`src/rtl/pgf_pkg.sv`:
```
package pgf_pkg;
  localparam int unsigned SLOTS   = 4;
  localparam int unsigned CNT_W   = 32;
  localparam int unsigned ADDR_W  = 3;
  localparam logic [ADDR_W-1:0] CNT_ADDR = 3'd4;
  typedef logic [CNT_W-1:0] cnt_t;
endpackage

```
`src/rtl/pgf_rst_sync.sv`:
```
module pgf_rst_sync (
  input  logic clk,
  input  logic rst_n,
  output logic rst_sync_n
);
  logic [1:0] sync_q;

  always_ff @(posedge clk or negedge rst_n) begin
    if (!rst_n) sync_q <= 2'b00;
    else        sync_q <= {sync_q[0], 1'b1};
  end

  assign rst_sync_n = sync_q[1];
endmodule

```
`src/rtl/pgf_target_table.sv`:
```
module pgf_target_table
  import pgf_pkg::*;
#(
  parameter int unsigned VAL_W = 64,
  parameter int unsigned NUM   = SLOTS
) (
  input  logic                       clk,
  input  logic                       rst_n,
  input  logic                       cfg_we,
  input  logic [ADDR_W-1:0]          cfg_addr,
  input  logic [VAL_W-1:0]           cfg_wdata,
  output logic [NUM-1:0][VAL_W-1:0]  slot_q,
  output cnt_t                       cnt_q,
  output logic                       entry_ok
);
  localparam cnt_t NUM_C = CNT_W'(NUM);

  logic [NUM-1:0]            slot_en;
  logic [NUM-1:0][VAL_W-1:0] slot_d;
  logic                      cnt_en;
  cnt_t                      cnt_d;

  for (genvar i = 0; i < NUM; i++) begin : g_slot
    always_comb begin
      slot_en[i] = cfg_we && (cfg_addr == ADDR_W'(i));
      slot_d[i]  = cfg_wdata;
    end

    always_ff @(posedge clk or negedge rst_n) begin
      if (!rst_n)          slot_q[i] <= '0;
      else if (slot_en[i]) slot_q[i] <= slot_d[i];
    end

    assert_slot_load_R2: assert property (@(posedge clk) disable iff (!rst_n)
      (cfg_we && cfg_addr == ADDR_W'(i)) |=> (slot_q[i] == $past(cfg_wdata)));
  end

  always_comb begin
    cnt_en = cfg_we && (cfg_addr == CNT_ADDR);
    cnt_d  = cfg_wdata[CNT_W-1:0];
  end

  always_ff @(posedge clk or negedge rst_n) begin
    if (!rst_n)      cnt_q <= '0;
    else if (cnt_en) cnt_q <= cnt_d;
  end

  assign entry_ok = (cnt_q <= NUM_C);

  assert_count_load_R10: assert property (@(posedge clk) disable iff (!rst_n)
    (cfg_we && cfg_addr == CNT_ADDR) |=> (cnt_q == $past(cfg_wdata[CNT_W-1:0])));

  assert_big_count_fails_entry_R6: assert property (@(posedge clk) disable iff (!rst_n)
    (cfg_we && cfg_addr == CNT_ADDR && cfg_wdata[CNT_W-1:0] > NUM_C) |=> !entry_ok);
endmodule

```
`src/rtl/pgf_match.sv`:
```
module pgf_match
  import pgf_pkg::*;
#(
  parameter int unsigned VAL_W = 64,
  parameter int unsigned NUM   = SLOTS
) (
  input  logic [NUM-1:0][VAL_W-1:0] slot_q,
  input  cnt_t                      cnt_q,
  input  logic [VAL_W-1:0]          value,
  output logic                      hit
);
  logic [NUM-1:0] eq_vec;
  logic [NUM-1:0] live_vec;

  for (genvar i = 0; i < NUM; i++) begin : g_cmp
    always_comb begin
      eq_vec[i]   = (slot_q[i] == value);
      live_vec[i] = (cnt_q > CNT_W'(i));
    end
  end

  assign hit = |(eq_vec & live_vec);
endmodule

```
`src/rtl/pgf_decide.sv`:
```
module pgf_decide (
  input  logic clk,
  input  logic rst_n,
  input  logic req_valid,
  input  logic hit,
  input  logic entry_ok,
  output logic rsp_valid,
  output logic rsp_exit
);
  logic exit_d;
  logic valid_d;

  always_comb begin
    valid_d = req_valid;
    exit_d  = !(hit && entry_ok);
  end

  always_ff @(posedge clk or negedge rst_n) begin
    if (!rst_n) rsp_valid <= 1'b0;
    else        rsp_valid <= valid_d;
  end

  always_ff @(posedge clk or negedge rst_n) begin
    if (!rst_n)         rsp_exit <= 1'b1;
    else if (req_valid) rsp_exit <= exit_d;
  end

  assert_rsp_follows_req_R8: assert property (@(posedge clk) disable iff (!rst_n)
    req_valid |=> rsp_valid);

  assert_no_spurious_rsp_R8: assert property (@(posedge clk) disable iff (!rst_n)
    !req_valid |=> !rsp_valid);

  assert_bad_entry_exits_R7: assert property (@(posedge clk) disable iff (!rst_n)
    (req_valid && !entry_ok) |=> rsp_exit);
endmodule

```
`src/rtl/pgbase_write_filter.sv`:
```
module pgbase_write_filter
  import pgf_pkg::*;
#(
  parameter bit          WIDE  = 1'b1,
  parameter int unsigned VAL_W = WIDE ? 64 : 32
) (
  input  logic                clk,
  input  logic                rst_n,
  input  logic                cfg_we,
  input  logic [ADDR_W-1:0]   cfg_addr,
  input  logic [VAL_W-1:0]    cfg_wdata,
  input  logic                req_valid,
  input  logic [VAL_W-1:0]    req_value,
  output logic                rsp_valid,
  output logic                rsp_exit,
  output logic                entry_ok,
  output logic [CNT_W-1:0]    slots_supported
);
  logic                        rst_sync_n;
  logic [SLOTS-1:0][VAL_W-1:0] slot_q;
  cnt_t                        cnt_q;
  logic                        hit;

  assign slots_supported = CNT_W'(SLOTS);

  pgf_rst_sync u_rst (
    .clk        (clk),
    .rst_n      (rst_n),
    .rst_sync_n (rst_sync_n)
  );

  pgf_target_table #(.VAL_W(VAL_W), .NUM(SLOTS)) u_table (
    .clk       (clk),
    .rst_n     (rst_sync_n),
    .cfg_we    (cfg_we),
    .cfg_addr  (cfg_addr),
    .cfg_wdata (cfg_wdata),
    .slot_q    (slot_q),
    .cnt_q     (cnt_q),
    .entry_ok  (entry_ok)
  );

  pgf_match #(.VAL_W(VAL_W), .NUM(SLOTS)) u_match (
    .slot_q (slot_q),
    .cnt_q  (cnt_q),
    .value  (req_value),
    .hit    (hit)
  );

  pgf_decide u_decide (
    .clk       (clk),
    .rst_n     (rst_sync_n),
    .req_valid (req_valid),
    .hit       (hit),
    .entry_ok  (entry_ok),
    .rsp_valid (rsp_valid),
    .rsp_exit  (rsp_exit)
  );

  assert_zero_count_exits_R5: assert property (@(posedge clk) disable iff (!rst_sync_n)
    (req_valid && cnt_q == '0) |=> rsp_exit);
endmodule

```
`config.mk`:
```
export PLATFORM = sky130hd
export DESIGN_NAME = pgbase_write_filter
export DESIGN_NICKNAME = d
export VERILOG_FILES = /design/src/rtl/pgf_pkg.sv /design/src/rtl/pgf_rst_sync.sv /design/src/rtl/pgf_target_table.sv /design/src/rtl/pgf_match.sv /design/src/rtl/pgf_decide.sv /design/src/rtl/pgbase_write_filter.sv
export SDC_FILE = /design/constraint.sdc
export NUM_CORES = 1
export LEC_CHECK = 0
export ABC_AREA = 1
export CAP_MARGIN = 20
export CORE_MARGIN = 2
export CORE_UTILIZATION = 45
export DETAILED_ROUTE_END_ITERATION = 7
export DONT_BUFFER_PORTS = 1
export PLACE_DENSITY = 0.63
export SLEW_MARGIN = 10
export SYNTH_ARGS = -nofsm -noshare
export SYNTH_HDL_FRONTEND = slang
export SYNTH_HIERARCHICAL = 1
export SYNTH_SLANG_ARGS = --single-unit
export TNS_END_PERCENT = 1
```
`constraint.sdc`:
```
create_clock -name clk -period 8.95 [get_ports clk]
set_clock_uncertainty 0.15 [all_clocks]
set_input_delay 1.3425 -clock clk [delete_from_list [all_inputs] [get_ports clk]]
set_output_delay 1.3425 -clock clk [all_outputs]
set_load 0.005 [all_outputs]
```
==> results.yml <==
global_route:
  grt_max_degree: 155
  grtUsageTotal: 0.233
  antenna_found_initial: 0
  grt_pass1_wl_um: 65200
  overflow: 0
  grt_pass1_vias: 11208
worst_setup_path:
  critPathCaptureType: "primary output"
  cp.arrival_ns: 1.69
  critPathRequiredTime_ns: 7.46
  cp_max_fo: 3
  reg2reg_from: "u_table/slot_q[38]$_DFFE_PN0P_"
  ff2ff_path_depth: 14
  r2r_end: "u_decide/rsp_exit$_DFFE_PN1P_"
  worstSetupPathType: "flip-flop to primary output"
  critPathLaunchType: "flip-flop"
  r2r_slack_ns: 6.81
routing:
  ant_nets: 0
  wl_um: 42100
  dr.pass1.iters: 5
  drc: 0
  vias: 11817
  wl_per_cell_um: 17.4
  drt_iter0_drc: 1064
  vias_per_cell: 4.88
layout:
  num-fill-cells: 3364
  fin_nets: 2077
  postLayoutCoreUtil: 0.490
  area_delta_synth_final_pct: 6.54
  multi_input_area_um2: 7030
  drive_gt1_frac: 0.134
  final_cell_area_um2: 17000
  layout.cells.non_filler: 2422
  antennaDiodeCount: 0
  ff_latch_area_um2: 7310
clock_tree:
  cts_made_buffers: 34
  ctsHoldBuffers: 0
  clock_latency_ns: 0.51
  cts_root_buffer: "clkbuf_16"
  clockBufferDepth: 3
  htreeDepth: 2
  post_cts_buffers: 0
  cts_tree: "done"
  cts_resized: 0
  cts.clk_slew.worst_paths_ns: 0.06
  cts.sinks: 292
worst_hold_path:
  hold_class: "flip-flop to flip-flop"
  worstHoldStart: "u_rst/sync_q[0]$_DFF_PN0_"
  hold_depth: 0
  whs_endpoint: "u_rst/sync_q[1]$_DFF_PN0_"
sta:
  slew_headroom: 0.357
  setup_violations: 0
  whs_ns: 0.197
  min_period_over_period: 0.356
  min_period_ns: 3.19
  finalSetupTns_ns: 0
  fmax_mhz: 314
  finalWorstSetupSlack_ns: 5.76
  hold_viol: 0
  rsz0062_at_grt: "no"
  worst_pin_slew_ns: 0.964
  finalMaxSlewViolations: 0
place:
  io_buffers: 0
  dp_slack_ns: 5.26
  placed_area_um2: 15800
  hpwl_um: 30800
  gp_congestion: 0.927
  dp_cells: 2358
power_and_ir_drop:
  power_leakage_nw: 8.47
  vdd_drop_max_uv: 123
  cellPowerDensity_nw_per_um2: 234
  p_total_mw: 3.99
yosys:
  syn_area_per_cell_um2: 8.04
  yosysSeqAreaShare: 0.458
  yosys_warnings: 6
  synth_area_um2: 16000
  synth-seq-cells: 292
  ys_types: 28
  syn_inst: 1986
floorplanning:
  die_y_um: 192
  die_w_um: 192
  rows: 68
  die-area_um2: 37000
  initial_core_util: 0.460
  core_um2: 34700
  io_pins: 170
run:
  drv_cap: 0
outcome:
  status: "completed"
==> layout make-up <==
class,instances,area share
Clock buffer,55,0.0643
Multi-Input combinational cell,1387,0.413
Clock inverter,6,0.00338
Sequential cell,292,0.430
Tap cell,455,0.0335
Timing Repair Buffer,9,0.00780
Inverter,218,0.0481
==> logic make-up (layout without fill, tap and decap cells) <==
group,Yosys count,in the layout,synth area share
AO/OA/AOI/OAI,293,293,0.127
XOR/XNOR,156,156,0.0856
buffers and inverters,337,288,0.111
flip-flops,292,292,0.458
other,3,33,0.000705
AND/OR/NAND/NOR,905,905,0.218
==> worst max-delay path, cell delays in order (launching register included) <==
cell and delay [ns]:
dfrtp_1 0.41, or2_2 0.30, nor2_1 0.19, nand3_1 0.10, nor2_1 0.18
==> synthesized netlist by cell type <==
cell | count | area (um^2)
nand2_1 | 710 | 2670
dfrtp_1 | 291 | 7280
inv_1 | 181 | 679
nor2_1 | 170 | 638
o21ai_2 | 150 | 1310
xnor2_1 | 128 | 1120
o21ai_1 | 112 | 561
buf_6 | 42 | 473
buf_4 | 39 | 293
inv_2 | 37 | 139
buf_2 | 32 | 160
o21ai_0 | 31 | 155
xor2_1 | 28 | 245
nand3_1 | 6 | 30.0
clkbuf_2 | 5 | 25.0
nor2_2 | 5 | 31.3
conb_1 | 3 | 11.3
nor3_1 | 3 | 15.0
nand3_2 | 2 | 20.0
nand3b_2 | 2 | 22.5
nand4_1 | 2 | 12.5
clkbuf_1 | 1 | 3.75
dfstp_2 | 1 | 26.3
nand2_2 | 1 | 6.26
nand3b_1 | 1 | 7.51
nor2_4 | 1 | 11.3
nor3b_2 | 1 | 12.5
or2_2 | 1 | 6.26
==> registers in the layout, summed over array words and instances (netlist names) <==
register and count:
u_table/slot_q 256, u_decide/rsp_exit 1, u_decide/rsp_valid 1, u_rst/sync_q 2, u_table/cnt_q 32
==> power breakdown <==
part | leakage [nW] | switching [mW] | internal, mW
Clock | 0.567 | 0.551 | 0.864
Sequential | 3.67 | 0.185 | 1.57
Combinational | 4.24 | 0.477 | 0.340
Total | 8.47 | 1.21 | 2.77
==> how the worst max path moves through the flow <==
stage | from | endpoint | slack (ns)
floorplan | u_rst/sync_q[1]$_DFF_PN0_ | u_decide/rsp_valid$_DFF_PN0_ | 0.06
global placement | cfg_we | u_table/slot_q[232]$_DFFE_PN0P_ | 5.30
detailed placement | cfg_we | u_table/slot_q[239]$_DFFE_PN0P_ | 5.26
CTS | u_table/cnt_q[5]$_DFFE_PN0P_ | entry_ok | 5.75
global route | u_table/cnt_q[5]$_DFFE_PN0P_ | entry_ok | 5.68
finish | u_table/cnt_q[5]$_DFFE_PN0P_ | entry_ok | 5.76
==> metal layers <==
layer | track usage | up-vias | routed length [um]
li1 | - | 5907 | -
met1 | 0.322 | 5552 | 19100
met5 | 0 | - | 0
met3 | 0.0456 | 50 | 2710
met4 | 0.0499 | 0 | 822
met2 | 0.381 | 308 | 19500
==> placed cells by master (no fill, tap or decap) <==
cell	instances
nand2_1	710
dfrtp_1	290
inv_1	181
nor2_1	170
o21ai_2	150
xnor2_1	128
o21ai_1	112
clkbuf_16	37
inv_2	37
conb_1	33
o21ai_0	31
xor2_1	28
clkbuf_8	10
clkbuf_1	8
nand3_1	6
nor2_2	5
buf_4	5
clkinv_2	4
nor3_1	3
nand4_1	2
nand3b_4	2
buf_16	2
buf_12	2
bufinv_16	1
clkinvlp_4	1
dfstp_2	1
nor3b_2	1
nand3b_1	1
dfrtp_4	1
or2_2	1
nor2_4	1
nand2_4	1
nand3_2	1
nand3_4	1
Note: power is estimated with default switching activity, not from simulation.
